## config.mk

```make
export PLATFORM = sky130hd
export DESIGN_NAME = tsfifo_chan
export DESIGN_NICKNAME = d
export VERILOG_FILES = /design/src/rtl/tsfifo_pkg.sv /design/src/rtl/tsf_stamp_ctr.sv /design/src/rtl/tsf_store.sv /design/src/rtl/tsf_events.sv /design/src/rtl/tsfifo_chan.sv
export SDC_FILE = /design/constraint.sdc
export NUM_CORES = 1
export LEC_CHECK = 0
export BUFFER_PORTS_ARGS = -buffer_cell sky130_fd_sc_hd__clkbuf_2
export CAP_MARGIN = 10
export CELL_PAD_IN_SITES_DETAIL_PLACEMENT = 0
export CELL_PAD_IN_SITES_GLOBAL_PLACEMENT = 1
export CORE_MARGIN = 2
export CORE_UTILIZATION = 50
export DETAILED_ROUTE_END_ITERATION = 6
export GPL_ROUTABILITY_DRIVEN = 0
export PLACE_DENSITY_LB_ADDON = 0.1
export SLEW_MARGIN = 25
export SYNTH_ARGS = -nofsm -noshare
export SYNTH_HDL_FRONTEND = slang
export SYNTH_SLANG_ARGS = --single-unit
```

## constraint.sdc

```tcl
create_clock -name clk -period 2.6 [get_ports clk]
set_clock_uncertainty 0.05 [all_clocks]
set_input_delay 0.26 -clock clk [delete_from_list [all_inputs] [get_ports clk]]
set_output_delay 0.26 -clock clk [all_outputs]
set_load 0.01 [all_outputs]
```

## src/rtl/tsfifo_pkg.sv

```systemverilog
package tsfifo_pkg;

    localparam int SAMPLE_W = 14;
    localparam int STAMP_W  = 18;
    localparam int CTR_W    = 17;
    localparam int WORD_W   = SAMPLE_W + STAMP_W;
    localparam int DEPTH    = 4;
    localparam int LVL_W    = $clog2(DEPTH + 1);
    localparam int EVT_W    = 4;

    // Stored word: timestamp field above the sample field.
    typedef struct packed {
        logic [STAMP_W-1:0]  stamp;
        logic [SAMPLE_W-1:0] sample;
    } word_t;

    // Event pulses; the last member lands in bit 0.
    typedef struct packed {
        logic empty;
        logic full;
        logic underflow;
        logic overflow;
    } evt_t;

    function automatic word_t pack_word(input logic [SAMPLE_W-1:0] smp,
                                        input logic [CTR_W-1:0]    ts);
        word_t w;
        w.sample = smp;
        w.stamp  = {{(STAMP_W-CTR_W){1'b0}}, ts};
        return w;
    endfunction

endpackage

```

## src/rtl/tsf_stamp_ctr.sv

```systemverilog
module tsf_stamp_ctr #(
    parameter int W = 17
) (
    input  logic         clk,
    input  logic         rst,
    output logic [W-1:0] stamp
);

    always_ff @(posedge clk) begin
        if (rst) begin
            stamp <= '0;
        end else begin
            stamp <= stamp + 1'b1;
        end
    end

endmodule

```

## src/rtl/tsf_store.sv

```systemverilog
module tsf_store #(
    parameter  int DEPTH  = 4,
    parameter  int WORD_W = 32,
    localparam int PTR_W  = (DEPTH > 1) ? $clog2(DEPTH) : 1,
    localparam int LVL_W  = $clog2(DEPTH + 1)
) (
    input  logic              clk,
    input  logic              rst,
    input  logic              clr,
    input  logic              push,
    input  logic              pop,
    input  logic [WORD_W-1:0] wdata,
    output logic [WORD_W-1:0] head,
    output logic [LVL_W-1:0]  level,
    output logic [LVL_W-1:0]  level_nxt,
    output logic              pop_ok
);

    localparam logic [LVL_W-1:0] LVL_FULL = LVL_W'(DEPTH);
    localparam logic [PTR_W-1:0] PTR_LAST = PTR_W'(DEPTH - 1);

    logic [WORD_W-1:0] mem [DEPTH];
    logic [PTR_W-1:0]  wr_ptr;
    logic [PTR_W-1:0]  rd_ptr;
    logic              push_ok;

    function automatic logic [PTR_W-1:0] bump(input logic [PTR_W-1:0] p);
        return (p == PTR_LAST) ? '0 : p + 1'b1;
    endfunction

    // Acceptance is judged on the level before this edge.
    assign push_ok = push && (level != LVL_FULL);
    assign pop_ok  = pop  && (level != '0);
    assign head    = mem[rd_ptr];

    always_comb begin
        unique case ({push_ok, pop_ok})
            2'b10:   level_nxt = level + 1'b1;
            2'b01:   level_nxt = level - 1'b1;
            default: level_nxt = level;
        endcase
    end

    always_ff @(posedge clk) begin
        if (rst || clr) begin
            wr_ptr <= '0;
            rd_ptr <= '0;
            level  <= '0;
        end else begin
            level <= level_nxt;
            if (push_ok) begin
                wr_ptr <= bump(wr_ptr);
            end
            if (pop_ok) begin
                rd_ptr <= bump(rd_ptr);
            end
        end
    end

    always_ff @(posedge clk) begin
        if (push_ok && !rst && !clr) begin
            mem[wr_ptr] <= wdata;
        end
    end

endmodule

```

## src/rtl/tsf_events.sv

```systemverilog
module tsf_events
    import tsfifo_pkg::*;
#(
    parameter  int DEPTH = 4,
    localparam int LW    = $clog2(DEPTH + 1)
) (
    input  logic          clk,
    input  logic          rst,
    input  logic          clr,
    input  logic          push,
    input  logic          pop,
    input  logic [LW-1:0] level,
    input  logic [LW-1:0] level_nxt,
    output evt_t          ev
);

    localparam logic [LW-1:0] LVL_FULL = LW'(DEPTH);

    always_ff @(posedge clk) begin
        if (rst || clr) begin
            ev <= '0;
        end else begin
            ev.overflow  <= push && (level == LVL_FULL);
            ev.underflow <= pop && (level == '0);
            ev.full      <= (level_nxt == LVL_FULL) && (level != LVL_FULL);
            ev.empty     <= (level_nxt == '0) && (level != '0);
        end
    end

endmodule

```

## src/rtl/tsfifo_chan.sv

```systemverilog
module tsfifo_chan
    import tsfifo_pkg::*;
(
    input  logic                clk,
    input  logic                rst,
    input  logic                soft_rst,
    input  logic                conv_strobe,
    input  logic [SAMPLE_W-1:0] sample_in,
    input  logic                rd_pop,
    input  logic                dma_mode,
    output logic [WORD_W-1:0]   rd_data,
    output logic [LVL_W-1:0]    fill_level,
    output logic                dma_req,
    output logic                ev_full,
    output logic                ev_empty,
    output logic                ev_overflow,
    output logic                ev_underflow,
    output logic [EVT_W-1:0]    irq_evt
);

    logic [CTR_W-1:0]  stamp;
    word_t             wr_word;
    logic [WORD_W-1:0] head;
    logic [LVL_W-1:0]  level_nxt;
    logic              pop_ok;
    evt_t              ev;

    tsf_stamp_ctr #(.W(CTR_W)) u_ctr (
        .clk   (clk),
        .rst   (rst),
        .stamp (stamp)
    );

    assign wr_word = pack_word(sample_in, stamp);

    tsf_store #(.DEPTH(DEPTH), .WORD_W(WORD_W)) u_store (
        .clk       (clk),
        .rst       (rst),
        .clr       (soft_rst),
        .push      (conv_strobe),
        .pop       (rd_pop),
        .wdata     (wr_word),
        .head      (head),
        .level     (fill_level),
        .level_nxt (level_nxt),
        .pop_ok    (pop_ok)
    );

    tsf_events #(.DEPTH(DEPTH)) u_evt (
        .clk       (clk),
        .rst       (rst),
        .clr       (soft_rst),
        .push      (conv_strobe),
        .pop       (rd_pop),
        .level     (fill_level),
        .level_nxt (level_nxt),
        .ev        (ev)
    );

    // Read register: an empty pop returns zero.
    always_ff @(posedge clk) begin
        if (rst || soft_rst) begin
            rd_data <= '0;
        end else if (rd_pop) begin
            rd_data <= pop_ok ? head : '0;
        end
    end

    assign dma_req      = dma_mode && (fill_level != '0);
    assign irq_evt      = dma_mode ? '0 : EVT_W'(ev);
    assign ev_full      = ev.full;
    assign ev_empty     = ev.empty;
    assign ev_overflow  = ev.overflow;
    assign ev_underflow = ev.underflow;

endmodule

```

Word level (Yosys, flattened, before mapping)

Memory sizes are Yosys's and may differ from the RTL's. A register that Yosys moved wholly into a read port is not among the register bits.
Cells that the tools add are included.

Add/sub/neg operators: 5
Multipliers: 0
Div/mod/pow operators: 0
$lt $le $gt $ge: 0
Eq/ne operators: 7
Shifts and indexed selects: 0
Muxes and demuxes: 9
Bitwise operators: 0
Reductions and logical operators: 15

Operators by type and width:

| kind                    | number |
|---|---|
| $mux W32                | 1 |
| $add A17 B1 Y17 const B | 1 |
| $logic_and A1 B1 Y1     | 9 |
| $mux W2                 | 4 |
| $eq A2 B2 Y1 const B    | 3 |
| $eq A3 B3 Y1 const B    | 2 |
| $logic_not A3 Y1        | 2 |
| $pmux W3 S2             | 1 |
| $add A2 B1 Y2 const B   | 2 |
| $mux W4                 | 1 |
| $add A3 B1 Y3 const B   | 1 |
| $ne A3 B3 Y1 const B    | 1 |
| $reduce_bool A3 Y1      | 1 |
| $sub A3 B1 Y3 const B   | 1 |
| $eq A2 B1 Y1 const B    | 1 |
| $logic_not A1 Y1        | 2 |
| $mux W1                 | 2 |
| $logic_or A1 B1 Y1      | 1 |

Register bits: 60
Bits in latches: 0
Bits in writable memories: 124
ROM bits: 0
Input port bits: 20
Output and inout bits: 44
Logic and storage cells: 46
Memories: 1

Memories:

| memory      | words | bits a word | read ports | clocked after Yosys merged registers in | write ports | line            | RTL |
|---|---|---|---|---|---|---|---|
| u_store.mem | 4     | 31          | 1          | 1                                       | 1           | tsf_store.sv:22 | `logic [WORD_W-1:0] mem [DEPTH];` |

Logic depth before layout (Yosys ltp)

Word-level depth: 6
Mapped depth: 10
Gate-level depth less buffers: 9

By module

Synthesis repeated with hierarchy kept, for this count alone.

Cells, all modules: 462
Area total of the unflattened synthesis: 7448.4 um^2

By module, submodules not included:

| module        | instances | cells an instance | area each (um^2) | sequential area each (um^2) |
|---|---|---|---|---|
| tsf_store     | 1         | 220               | 5108.6           | 4023.9 |
| tsfifo_chan   | 1         | 149               | 1415.1           | 640.6 |
| tsf_stamp_ctr | 1         | 79                | 772.0            | 340.3 |
| tsf_events    | 1         | 14                | 152.6            | 80.1 |

Worst setup path before layout

Ideal clock, no wire load.

Path type: register to register
Start point: reg u_store.level[0]
End point: reg u_evt.ev[2] (netlist name)
Setup time: 0.086 ns
Arrival: 2.271 ns
Setup slack: 0.193 ns
Cell stages (with the launch flop): 11
Buffers on the path: 1
Clock period less this slack: 2.407 ns
Path through: dfxtp_1 -> buf_2 -> nor3b_1 -> nor2_1 -> inv_1 -> ha_1 -> inv_1 -> fa_1 -> xor2_1 -> or3_1 -> a211oi_1

Cells in the longest elaborated chain, start to end: 6
Elaborated cells between the ends (all ways): 11
Classes of those cells: 2 x add/sub; 4 x eq/ne; 1 x mux; 4 x reduce/logical

Ends and longest elaborated chain:

| what                                                      | line                                               | RTL |
|---|---|---|
| from (decl)                                               | tsf_store.sv:14                                    | `output logic [LVL_W-1:0] level,` |
| from (signal assigned)                                    | tsf_store.sv:50                                    | `level <= level_nxt;` |
| $ne A3 B3 Y1 / $reduce_bool A3 Y1 (equally long branches) | tsf_store.sv:32, tsf_events.sv:25, tsf_store.sv:33 |  |
| $logic_and A1 B1 Y1 (on tied branches)                    | tsf_store.sv:32, tsf_store.sv:33                   |  |
| $eq A2 B1 Y1 / $eq A2 B2 Y1 (equally long branches)       | tsf_store.sv:37                                    | `unique case ({push_ok, pop_ok})` |
| $pmux W3 S2                                               | tsf_store.sv:37                                    |  |
| $eq A3 B3 Y1                                              | tsf_events.sv:25                                   | `ev.full <= (level_nxt == LVL_FULL) && (level != LVL_FULL);` |
| $logic_and A1 B1 Y1 *                                     | tsf_events.sv:25                                   |  |

Mark *: on every way between the ends. The rest lies on a longest branch, timed or not.
A chain may end at the register's enable or synchronous reset.

Worst setup path in the final report

Start point: reg u_store.level[0]
End point: reg u_evt.ev[3] (netlist name)

Cells in the longest elaborated chain, start to end: 6
Elaborated cells between the ends (all ways): 11
Classes of those cells: 2 x add/sub; 3 x eq/ne; 1 x mux; 5 x reduce/logical

Ends and longest elaborated chain:

| what                                                | line              | RTL |
|---|---|---|
| $reduce_bool A3 Y1 *                                | tsf_store.sv:33   | `assign pop_ok = pop && (level != '0);` |
| $logic_and A1 B1 Y1 *                               | tsf_store.sv:33   |  |
| net pop_ok                                          | tsfifo_chan.sv:25 | `logic pop_ok;` |
| $eq A2 B1 Y1 / $eq A2 B2 Y1 (equally long branches) | tsf_store.sv:37   |  |
| $pmux W3 S2 *                                       | tsf_store.sv:37   |  |
| $logic_not A3 Y1 *                                  | tsf_events.sv:26  | `ev.empty <= (level_nxt == '0) && (level != '0);` |
| $logic_and A1 B1 Y1 *                               | tsf_events.sv:26  |  |

The timed path passes the listed nets; every way through them passes the cells marked *.

==> run metrics <==
Post-Synth Simple-Gate Area under 10%; io pins 64; pin count of the biggest net entering global routing 32; layout cell share with drive strength beyond 1 between 30% and 40%; core area 13300 sq um; mux contribution to synthesized area 11.35%; Die Span X ~120 microns; placed insts between 600 and 700; initial antenna violation count 0; Post-Synth Adder-Cell Area under 10%; Netlist cell types 40; met3 WL 410 microns; clk sinks 185; die area around 15000 sq um; routed wire length roughly 12000 microns; fin crit period roughly 2.4 ns; DR iter-0 viols about 240; post-route core utilization between 60% and 70%; Max transition margin about three fifths; slowest library cell on the worst path fa_1; status complete, no violations; nets 507; worst reg2reg startpoint u_store.level[0]; vias in the first global route about 3.6k; clk root buf clkbuf_16; number of core rows 42; Post-Layout Cell Count between 600 and 700; Critical Path AT roughly 2.6 ns; H-tree depth 4; aggregate global routing overflow 0; max-cap viol count 0; dpl hpwl 7201 microns; CTS tree yes; Post-Syn Nets 420; Final setup viols 0; Power Density around 750 nW/um^2; slowest cell delay on critical path about 0.42 ns; fin crit share around nine tenths; critical path, cell by cell buf_4, o31ai_4, inv_1, ha_1, inv_1, fa_1, and3b_1, o21ai_0, and4b_1; share of the synthesized area in the top cell type 54.47%; most frequent cell after synthesis edfxtp_1; VDD IR max between 0.4 and 0.5 mV; fmax roughly 420 MHz; drt wl/cell 18.34 microns; EDFF count, synth about 120; HP Class in -> reg; largest family of logic cells by synthesized area multiplexers; top post-synthesis cells by area edfxtp_1 54%, dfxtp_1 18%, mux4_2 10%, a22o_1 4.0%, ha_1 1.3%; setup TNS 0 ns; clk slew on worst S/H paths about 0.06 ns; ANT cells 0; Place WS about 0.25 ns; drt first pass iters 6; Crit Path Class reg -> reg; Setup crit end kind flop; Cells after Synth roughly 390; Crit path max-delay family adder cells; RSZ-0062 raised after global routing no; # DRC 0; Synth Cell Area between 6000 and 7000 sq um; worst setup margin ~0.24 ns; Worst Path Buf+Inv 3; via count 3616; Die Y-Extent 120.9 microns; clk_lat worst skew about 0.42 ns; most frequent CP cell inv_1; CTS resizes 0; hold violation total from the final report 0; first-pass GRT wire length approximately 20000 microns; CTS Buffer Depth 2; power after layout about 0.0062 W; metal2 WL just under 6000 microns; worst endpoint required time about 2.9 ns; Final Slew Violations 0; Synth top cells by count 124 x edfxtp_1, 61 x dfxtp_1, 31 x a22o_1, 31 x mux4_2, 15 x nor2_1; Warnings, synthesis 0; Top Layer Used met4; Port-buffer cells 62; Tot GR Track Use a little under a fifth; clock buffer count from CTS 17; CP max FO 5; Initial Util between 50% and 60%; CP Launch Type flop; Leak Pwr roughly 2.9 nW; XOR/XNOR Fraction of Synth Area less than 1%; area leader, netlist edfxtp_1; Post-synth top flop edfxtp_1; drt via density 5.413; register bit total from synthesis ~190; Hold Path Origin sample_in[2]; syn avg cell area around 17 sq um; Syn-to-layout area delta 19.75%; fraction of registers with async set or reset after synthesis 0%; sequential share of the synthesized area 72.33%; Critical Path Start u_store.level[0]; Worst Max-Slew Pin Slew about 0.6 ns; Routed met1 length between 5000 and 6000 microns; post-synthesis compound-gate area fraction under 10%; antenna viol nets, final 0
[power by group]
group | switching [W] | total [W] | internal [W]
Combinational | 0.000112 | 0.000215 | 0.000103
Clock | 0.00106 | 0.00275 | 0.00169
Sequential | 0.0000285 | 0.00319 | 0.00316
Total | 0.00120 | 0.00615 | 0.00496
[layout make-up]
cell class,count,area (sq um)
clock buffer,17,425.4
clock inverter,15,203.9
fill,1028,5109
inverter,12,45.04
multi-input combinational,178,1765
sequential,185,4946
tap,176,220.2
timing repair buffer,85,580.6
[state kept, by name (all words and copies together) (netlist names), named ones only]
name,flops
u_store.rd_ptr,2
u_store.level,3
u_store.mem,124
rd_data,31
u_ctr.stamp,17
u_evt.ev,4
u_store.wr_ptr,2
[placed cells by master (no fill, tap or decap), drive strengths merged, types with 3 or more instances in the layout]
cell type	count
nor4	6
ha	7
nand3	5
nor2b	11
mux2	6
a22o	31
nand4	4
or3	5
o31ai	5
o21ai	7
edfxtp	124
nand2	6
xor2	3
dlygate4sd3	9
dfxtp	61
nor2	17
inv	14
clkinv	8
mux4	31
buf	14
clkbuf	79
and3	4
or4	5
bufinv	5
a21oi	11
[per-layer routing]
layer | track usage (%) | vias to the layer above
li1 | - | 1717
met2 | 28.16 | 66
met4 | 6.977 | 0
met3 | 4.276 | 14
met5 | 0 | -
met1 | 25.22 | 1819
[timing repair]
action                    in CTS  in global routing
hold endpoints to repair      31                  1
hold buffers                   8                  1
buffers inserted               0                  0
[final timing paths]
check / endpoint / slack (ns) / depth (start not counted)
max: u_evt.ev[3] / 0.24 / 9
min: u_store.mem[1][2] / 0.02 / 1
max reg2reg: u_evt.ev[3] / 0.24 / 9
min reg2reg: rd_data[3] / 0.43 / 1
[through the flow]
step / hold slack (ns) / cell area, sq um
detailed placement: 0.4177 / 7467
CTS: 0.001884 / 8177
global route: 0.001761 / 8187
floorplan: 0.3089 / 6837
finish: 0.01625 / 8187
global placement: 0.4106 / 7467
[kinds of logic after synthesis]
| logic type | Yosys count |
|---|---|
| flops | 185 |
| simple gates | 71 |
| compound gates | 55 |
| mux | 38 |
| buf+inv | 29 |
| fa+ha+maj | 8 |
| xor+xnor | 5 |
| other cells | 1 |
Power figures use the tool's default switching activity.
